`src/rtl/i2c_stx_pkg.sv`:
```
// Shared constants and types for the I2C slave transmitter.
// Assumes a standard 7-bit address plus direction bit and 8-bit data.
package i2c_stx_pkg;

    localparam int BYTE_W = 8;
    localparam int ADDR_W = 7;
    localparam int CNT_W  = 4;

    // Status codes reported to the host
    typedef enum logic [BYTE_W-1:0] {
        ST_OWN_RD   = 8'hA8,
        ST_ARB_RD   = 8'hB0,
        ST_TX_ACK   = 8'hB8,
        ST_TX_NACK  = 8'hC0,
        ST_LAST_ACK = 8'hC8,
        ST_NONE     = 8'hF8
    } stat_e;

    // Protocol phase of the slave
    typedef enum logic [2:0] {
        P_IDLE,
        P_ADDR,
        P_AACK,
        P_WAIT,
        P_TXD,
        P_MACK
    } phase_e;

    // Bus events decoded from the synchronised lines
    typedef struct packed {
        logic scl_rise;
        logic scl_fall;
        logic start;
        logic stop;
        logic sda;
    } busev_t;

endpackage

```
`src/rtl/i2c_stx_sync.sv`:
```
// Multi-stage synchroniser for a group of asynchronous lines.
// Assumes STAGES >= 2; lines reset to 1 (idle bus level).
module i2c_stx_sync #(
    parameter int W      = 2,
    parameter int STAGES = 2
) (
    input  logic         clk,
    input  logic         rst_n,
    input  logic [W-1:0] d,
    output logic [W-1:0] q
);

    logic [W-1:0] pipe [STAGES];

    // Shift the raw levels through the flop chain
    always_ff @(posedge clk) begin
        if (!rst_n) begin
            for (int i = 0; i < STAGES; i++) pipe[i] <= '1;
        end else begin
            pipe[0] <= d;
            for (int i = 1; i < STAGES; i++) pipe[i] <= pipe[i-1];
        end
    end

    assign q = pipe[STAGES-1];

endmodule

```
`src/rtl/i2c_stx_busmon.sv`:
```
// Bus monitor: synchronises SCL/SDA, finds clock edges and START/STOP.
// Assumes the system clock is several times faster than SCL.
module i2c_stx_busmon
    import i2c_stx_pkg::*;
#(
    parameter int SYNC_STAGES = 2
) (
    input  logic   clk,
    input  logic   rst_n,
    input  logic   scl_i,
    input  logic   sda_i,
    output busev_t ev,
    output logic   scl_lvl
);

    logic [1:0] lines;
    logic       scl_p, sda_p;

    i2c_stx_sync #(.W(2), .STAGES(SYNC_STAGES)) sync_i (
        .clk   (clk),
        .rst_n (rst_n),
        .d     ({scl_i, sda_i}),
        .q     (lines)
    );

    // Remember the previous synchronised levels for edge detection
    always_ff @(posedge clk) begin
        if (!rst_n) begin
            scl_p <= 1'b1;
            sda_p <= 1'b1;
        end else begin
            scl_p <= lines[1];
            sda_p <= lines[0];
        end
    end

    // Decode edges and START/STOP conditions
    always_comb begin
        ev.scl_rise = lines[1] & ~scl_p;
        ev.scl_fall = ~lines[1] & scl_p;
        ev.start    = scl_p & lines[1] & sda_p & ~lines[0];
        ev.stop     = scl_p & lines[1] & ~sda_p & lines[0];
        ev.sda      = lines[0];
    end

    assign scl_lvl = lines[1];

endmodule

```
`src/rtl/i2c_stx_host.sv`:
```
// Host side: event flag, latched status, transmit byte and ack-enable.
// Assumes the host writes only to answer an event or to change ack-enable.
module i2c_stx_host
    import i2c_stx_pkg::*;
(
    input  logic              clk,
    input  logic              rst_n,
    input  logic              hst_wr,
    input  logic [BYTE_W-1:0] hst_data,
    input  logic              hst_ack_en,
    input  logic              evt,
    input  stat_e             evt_code,
    output logic              flag,
    output logic [BYTE_W-1:0] status,
    output logic              ack_en,
    output logic [BYTE_W-1:0] tx_byte,
    output logic              load
);

    stat_e code_q;

    // Set the flag on events, clear it on a host write, pulse load once
    always_ff @(posedge clk) begin
        if (!rst_n) begin
            flag    <= 1'b0;
            code_q  <= ST_NONE;
            ack_en  <= 1'b0;
            tx_byte <= '0;
            load    <= 1'b0;
        end else begin
            load <= 1'b0;
            if (evt) begin
                flag   <= 1'b1;
                code_q <= evt_code;
            end else if (hst_wr && flag) begin
                flag <= 1'b0;
                load <= 1'b1;
            end
            if (hst_wr) begin
                tx_byte <= hst_data;
                ack_en  <= hst_ack_en;
            end
        end
    end

    // Report the idle code whenever nothing is pending
    always_comb status = flag ? code_q : ST_NONE;

endmodule

```
`src/rtl/i2c_stx_fsm.sv`:
```
// Protocol engine: address match, address ACK, byte shifting, master ACK.
// Assumes events come from i2c_stx_busmon; SCL is held low by the top
// while an event is pending, so no clock edges arrive in P_WAIT.
module i2c_stx_fsm
    import i2c_stx_pkg::*;
(
    input  logic              clk,
    input  logic              rst_n,
    input  busev_t            ev,
    input  logic [ADDR_W-1:0] own_addr,
    input  logic              gc_en,
    input  logic              arb_lost,
    input  logic              ack_en,
    input  logic              load,
    input  logic [BYTE_W-1:0] tx_byte,
    output logic              sda_drv,
    output logic              evt,
    output stat_e             evt_code,
    output logic              wr_match
);

    localparam logic [CNT_W-1:0] FULL_CNT = CNT_W'(BYTE_W);
    localparam logic [CNT_W-1:0] LAST_BIT = CNT_W'(BYTE_W - 1);

    phase_e            phase;
    logic [CNT_W-1:0]  bitcnt;
    logic [BYTE_W-1:0] shreg;
    logic              last_q;
    logic              mack;
    logic              own_hit, gc_hit, rd_bit;

    // Decode the received address byte
    always_comb begin
        own_hit = (shreg[BYTE_W-1:1] == own_addr);
        gc_hit  = gc_en && (shreg[BYTE_W-1:1] == '0);
        rd_bit  = shreg[0];
    end

    // Phase sequencing and SDA control
    always_ff @(posedge clk) begin
        if (!rst_n) begin
            phase    <= P_IDLE;
            bitcnt   <= '0;
            shreg    <= '0;
            last_q   <= 1'b0;
            mack     <= 1'b0;
            sda_drv  <= 1'b0;
            evt      <= 1'b0;
            evt_code <= ST_NONE;
            wr_match <= 1'b0;
        end else begin
            evt      <= 1'b0;
            wr_match <= 1'b0;
            if (ev.stop) begin
                phase   <= P_IDLE;
                sda_drv <= 1'b0;
            end else if (ev.start) begin
                phase   <= P_ADDR;
                bitcnt  <= '0;
                sda_drv <= 1'b0;
            end else begin
                case (phase)
                    P_ADDR: begin
                        if (ev.scl_rise) begin
                            shreg  <= {shreg[BYTE_W-2:0], ev.sda};
                            bitcnt <= bitcnt + 1'b1;
                        end else if (ev.scl_fall && bitcnt == FULL_CNT) begin
                            if (ack_en && own_hit && rd_bit) begin
                                sda_drv  <= 1'b1;
                                phase    <= P_AACK;
                                evt_code <= arb_lost ? ST_ARB_RD : ST_OWN_RD;
                            end else begin
                                phase    <= P_IDLE;
                                wr_match <= ack_en && (own_hit || gc_hit) && !rd_bit;
                            end
                        end
                    end
                    P_AACK: begin
                        if (ev.scl_fall) begin
                            sda_drv <= 1'b0;
                            evt     <= 1'b1;
                            phase   <= P_WAIT;
                        end
                    end
                    P_WAIT: begin
                        if (load) begin
                            shreg   <= tx_byte;
                            last_q  <= !ack_en;
                            sda_drv <= !tx_byte[BYTE_W-1];
                            bitcnt  <= '0;
                            phase   <= P_TXD;
                        end
                    end
                    P_TXD: begin
                        if (ev.scl_fall) begin
                            if (bitcnt == LAST_BIT) begin
                                sda_drv <= 1'b0;
                                phase   <= P_MACK;
                            end else begin
                                shreg   <= {shreg[BYTE_W-2:0], 1'b1};
                                sda_drv <= !shreg[BYTE_W-2];
                                bitcnt  <= bitcnt + 1'b1;
                            end
                        end
                    end
                    P_MACK: begin
                        if (ev.scl_rise) begin
                            mack <= !ev.sda;
                        end else if (ev.scl_fall) begin
                            evt <= 1'b1;
                            if (!mack) begin
                                evt_code <= ST_TX_NACK;
                                phase    <= P_IDLE;
                            end else if (last_q) begin
                                evt_code <= ST_LAST_ACK;
                                phase    <= P_IDLE;
                            end else begin
                                evt_code <= ST_TX_ACK;
                                phase    <= P_WAIT;
                            end
                        end
                    end
                    default: phase <= P_IDLE;
                endcase
            end
        end
    end

endmodule

```
`src/rtl/i2c_slv_tx.sv`:
```
// Top of the I2C slave transmitter: bus monitor, protocol engine, host regs.
// Assumes open-drain pads outside: *_oe = 1 pulls the line low.
module i2c_slv_tx
    import i2c_stx_pkg::*;
#(
    parameter int SYNC_STAGES = 2
) (
    input  logic              clk,
    input  logic              rst_n,
    input  logic              scl_i,
    input  logic              sda_i,
    output logic              scl_oe,
    output logic              sda_oe,
    input  logic [ADDR_W-1:0] own_addr,
    input  logic              gc_en,
    input  logic              arb_lost,
    input  logic              hst_wr,
    input  logic [BYTE_W-1:0] hst_data,
    input  logic              hst_ack_en,
    output logic              evt_flag,
    output logic [BYTE_W-1:0] status,
    output logic              wr_match
);

    busev_t            ev;
    logic              scl_lvl;
    logic              evt, ack_en, load;
    stat_e             evt_code;
    logic [BYTE_W-1:0] tx_byte;

    i2c_stx_busmon #(.SYNC_STAGES(SYNC_STAGES)) mon_i (
        .clk     (clk),
        .rst_n   (rst_n),
        .scl_i   (scl_i),
        .sda_i   (sda_i),
        .ev      (ev),
        .scl_lvl (scl_lvl)
    );

    i2c_stx_fsm fsm_i (
        .clk      (clk),
        .rst_n    (rst_n),
        .ev       (ev),
        .own_addr (own_addr),
        .gc_en    (gc_en),
        .arb_lost (arb_lost),
        .ack_en   (ack_en),
        .load     (load),
        .tx_byte  (tx_byte),
        .sda_drv  (sda_oe),
        .evt      (evt),
        .evt_code (evt_code),
        .wr_match (wr_match)
    );

    i2c_stx_host host_i (
        .clk        (clk),
        .rst_n      (rst_n),
        .hst_wr     (hst_wr),
        .hst_data   (hst_data),
        .hst_ack_en (hst_ack_en),
        .evt        (evt),
        .evt_code   (evt_code),
        .flag       (evt_flag),
        .status     (status),
        .ack_en     (ack_en),
        .tx_byte    (tx_byte),
        .load       (load)
    );

    // Stretch SCL while an event is pending and during the reload cycle
    always_comb scl_oe = evt_flag | load;

endmodule

```
`config.mk`:
```
export PLATFORM = sky130hd
export DESIGN_NAME = i2c_slv_tx
export DESIGN_NICKNAME = d
export VERILOG_FILES = /design/src/rtl/i2c_stx_pkg.sv /design/src/rtl/i2c_stx_sync.sv /design/src/rtl/i2c_stx_busmon.sv /design/src/rtl/i2c_stx_host.sv /design/src/rtl/i2c_stx_fsm.sv /design/src/rtl/i2c_slv_tx.sv
export SDC_FILE = /design/constraint.sdc
export NUM_CORES = 1
export LEC_CHECK = 0
export ABC_AREA = 1
export BUFFER_PORTS_ARGS = -buffer_cell sky130_fd_sc_hd__buf_2
export CELL_PAD_IN_SITES_DETAIL_PLACEMENT = 1
export CELL_PAD_IN_SITES_GLOBAL_PLACEMENT = 1
export CORE_MARGIN = 1
export CORE_UTILIZATION = 40
export DETAILED_ROUTE_END_ITERATION = 10
export PLACE_DENSITY_LB_ADDON = 0.1
export SYNTH_ARGS = -nofsm -noshare
export SYNTH_HDL_FRONTEND = slang
export SYNTH_SLANG_ARGS = --single-unit
```
`constraint.sdc`:
```
create_clock -name clk -period 1.9 [get_ports clk]
set_clock_uncertainty 0.2 [all_clocks]
set_input_delay 0.38 -clock clk [delete_from_list [all_inputs] [get_ports clk]]
set_output_delay 0.38 -clock clk [all_outputs]
set_load 0.005 [all_outputs]
```
==> impl_metrics.yaml <==
cts:
  clk_pin_slew_worst_paths_ns: 0.09
  cts-root-buf: "clkbuf_8"
  clk_latency_ns: 0.31
  cts_tree: "done"
  numCtsBuffers: 5
  htree_levels: 2
  cts_sinks: 45
  cts_hold_buf: 0
  clk_path_buf_depth: 2
synthesis:
  synth_area_leaders: "dfxtp_1 39%, nand2_1 13%, nand3_1 7.3%"
  ys_async_sr_fraction_pct: 0
  synth_flop_cell: "dfxtp_1"
  postSynthAreaPerCell_um2: 6.69
  synth_cell_type_count: 32
  synth_edf_count: 0
  syn_area_um2: 2320
  syn_inst: 347
  synth_top_cell_by_area: "dfxtp_1"
  yosys_warnings: 0
  synth-seq-cells: 45
  netlist.area_leader.share_pct: 38.8
  yosysSeqAreaShare_pct: 38.8
global_route:
  grt_first_pass_wirelength_mm: 11.1
  use_met1_pct: 29.4
  grt_pass1_vias: 2390
  antenna_found_initial: 0
  grt.busiest_layer: "met2"
  overflow: 0
  grtUsageTotal_pct: 23.1
  grt_use_met2_pct: 39.7
  grt_max_degree: 25
  use_met3_pct: 3.95
worst_hold_path:
  hp-class: "in -> reg"
  min_path_cells: 2
  min_from: "sda_i"
  holdPathEnd: "mon_i.sync_i.pipe[0][0]$_SDFF_PN1_"
finish:
  n_fill_cell: 751
  drive_above_1_share_pct: 27.2
  syn2layout_area_growth_pct: 20.9
  diodes: 0
  final_nets: 419
power:
  power_frac_comb_pct: 29.3
  seqPwrFrac_pct: 41.2
  ir_worst_vdd_uv: 668
  power_mw: 2.63
  p_per_area_nw_per_um2: 936
  leakagePower_nw: 1.29
  switching_power_mw: 0.934
  intPower_mw: 1.69
  swShare_pct: 35.5
  p_clk_share_pct: 29.4
floorplanning:
  core_area_um2: 5540
  dieArea_um2: 6110
  die_h_um: 78.2
  fp.dieW_um: 78.2
  start_util_pct: 41.9
  rows: 27
  io_pins: 35
critical_path:
  cp.arrival_ns: 1.85
  crit_chain: "ha_1 > nand2_1 > nor2_2 > buf_4 > nand2_1 > o21ai_2 > nor2_2 > nand3_1 > nand2_1 > a21oi_1"
  path_class: "reg -> reg"
  rr_worst_depth: 10
  cp_slowest_cell: "dfxtp_4"
  end_kind: "flip-flop"
  cpMostUsedCell: "nand2_1"
  start_kind: "flip-flop"
  cpPeakStageDelay_ns: 0.37
  rrSetupSlack_ns: 0.05
  regToRegStartpoint: "fsm_i.bitcnt[0]$_SDFFE_PN0P_"
  cp.required_ns: 1.90
  r2r-end: "fsm_i.shreg[7]$_SDFFE_PN0P_"
  crit_fanout: 5
routing:
  routed_wl_mm: 6.69
  firstDrtPassIters: 4
  vias_per_cell: 5.06
  via_count: 2359
  drt-initial-drc-count: 109
  detail-route-antenna-nets: 0
  remaining_drc_errors: 0
  wl_per_cell_um: 14.4
sta:
  finalCriticalPeriod_ns: 1.85
  setup_viol: 0
  drv_slew: 0
  fin_hold_ws_ns: 0.0507
  period_share_pct: 97.5
  fmax_ghz: 0.540
  hold_viol: 0
placed_design:
  dp_hpwl_mm: 4.93
  gp_congestion: 0.876
  port_buffers: 30
status:
  status: "complete, no violations"
job:
  drv_cap: 0
logic make-up after synthesis:
group | share of synthesized area, %
AO/OA/AOI/OAI | 11.5
XOR/XNOR | 0.755
adder cells (fa/ha/maj) | 1.62
buffers and inverters | 9.12
flip-flops | 38.8
other | 0.324
AND/OR/NAND/NOR | 37.8
Yosys cell counts, drive strengths merged, types with 3 or more instances:
library cell and n:
ha 3, clkbuf 4, nand3 35, nor2 46, dfxtp 45, o21ai 26, or2 10, nand2 90
nand4 3, inv 42, buf 5, nor3 5, a21oi 22
sequential cells by signal, summed over array words and instances, names as in the netlist, 3 cells and up:
name	count
host_i.tx_byte	8
fsm_i.phase	3
host_i.code_q	4
mon_i.sync_i.pipe	4
fsm_i.bitcnt	4
fsm_i.shreg	8
fsm_i.evt_code	4
layout make-up:
cell class | count | area [um2] | area share, %
multi-input cells | 254 | 1270 | 45.1
flip-flops and latches | 45 | 913 | 32.6
repair buffers | 44 | 255 | 9.10
inverters | 43 | 161 | 5.75
well taps | 72 | 90.1 | 3.21
clock buffers | 5 | 68.8 | 2.45
clock inverters | 3 | 50.0 | 1.78
placed cells by master (no fill, tap or decap), types with 14 or more instances in the layout:
cell,netlist,layout
nand3_1,34,33
buf_2,1,30
nor2_1,40,34
a21oi_1,21,21
buf_4,4,14
dfxtp_1,45,37
o21ai_0,22,22
inv_1,35,35
nand2_1,83,79
power groups by stage:
stage,combinational (mW),sequential [mW],clock [mW]
2_1_floorplan,0.494,1.08,0
3_3_place_gp,0.647,1.09,0
3_5_place_dp,0.673,1.10,0
4_1_cts,0.680,1.08,0.784
5_1_grt,0.871,1.09,0.821
6_report,0.770,1.08,0.773
layer usage:
metal  share of wire, %  up-vias
li1                   -     1188
met1                 49     1110
met2                 47       44
met3                2.8       17
met4                1.9        0
met5                  0        -
worst max path at each step:
stage	from	end	slack, ns	cells after the start
after detailed placement	own_addr[6]	fsm_i.evt_code[5]$_SDFFE_PN1P_	0.003	12
final	fsm_i.bitcnt[0]$_SDFFE_PN0P_	fsm_i.shreg[7]$_SDFFE_PN0P_	0.05	10
after CTS	fsm_i.bitcnt[0]$_SDFFE_PN0P_	fsm_i.phase[0]$_SDFFE_PP0P_	0.04	11
after global routing	fsm_i.bitcnt[0]$_SDFFE_PN0P_	fsm_i.bitcnt[3]$_SDFFE_PN0P_	-0.05	10
after floorplan	fsm_i.phase[1]$_SDFFE_PP0P_	fsm_i.evt_code[3]$_SDFFE_PN1P_	0.31	9
after global placement	own_addr[6]	fsm_i.evt_code[4]$_SDFFE_PN1P_	0.03	12
through the flow:
step                      utilization, %  setup TNS [ns]  cells  setup WS [ns]  cell area (um2)
after CTS                           48.8               0    459         0.0399             2710
after detailed placement            46.7               0    451        0.00251             2580
after global placement              46.7               0    451         0.0320             2580
after global routing                50.6          -0.125    466        -0.0457             2810
final                               50.6               0    466         0.0468             2810
after floorplan                        -               0    349          0.314             2330
critical path: cells and delay by family, from the launching register on:
family / cells / cell delay (ns)
simple gates: 6 / 0.71
compound gates: 2 / 0.14
buf+inv: 1 / 0.12
fa+ha+maj: 1 / 0.21
flops: 1 / 0.37
timing repair:
action | 4_1_cts | 5_1_grt
buffers inserted | 0 | 5
cloned | 0 | 2
endpoints found under the setup margin | 4 | 19
gates resized for setup | 1 | 21
pin swaps | 0 | 3
Note: power is estimated with default switching activity, not from simulation.
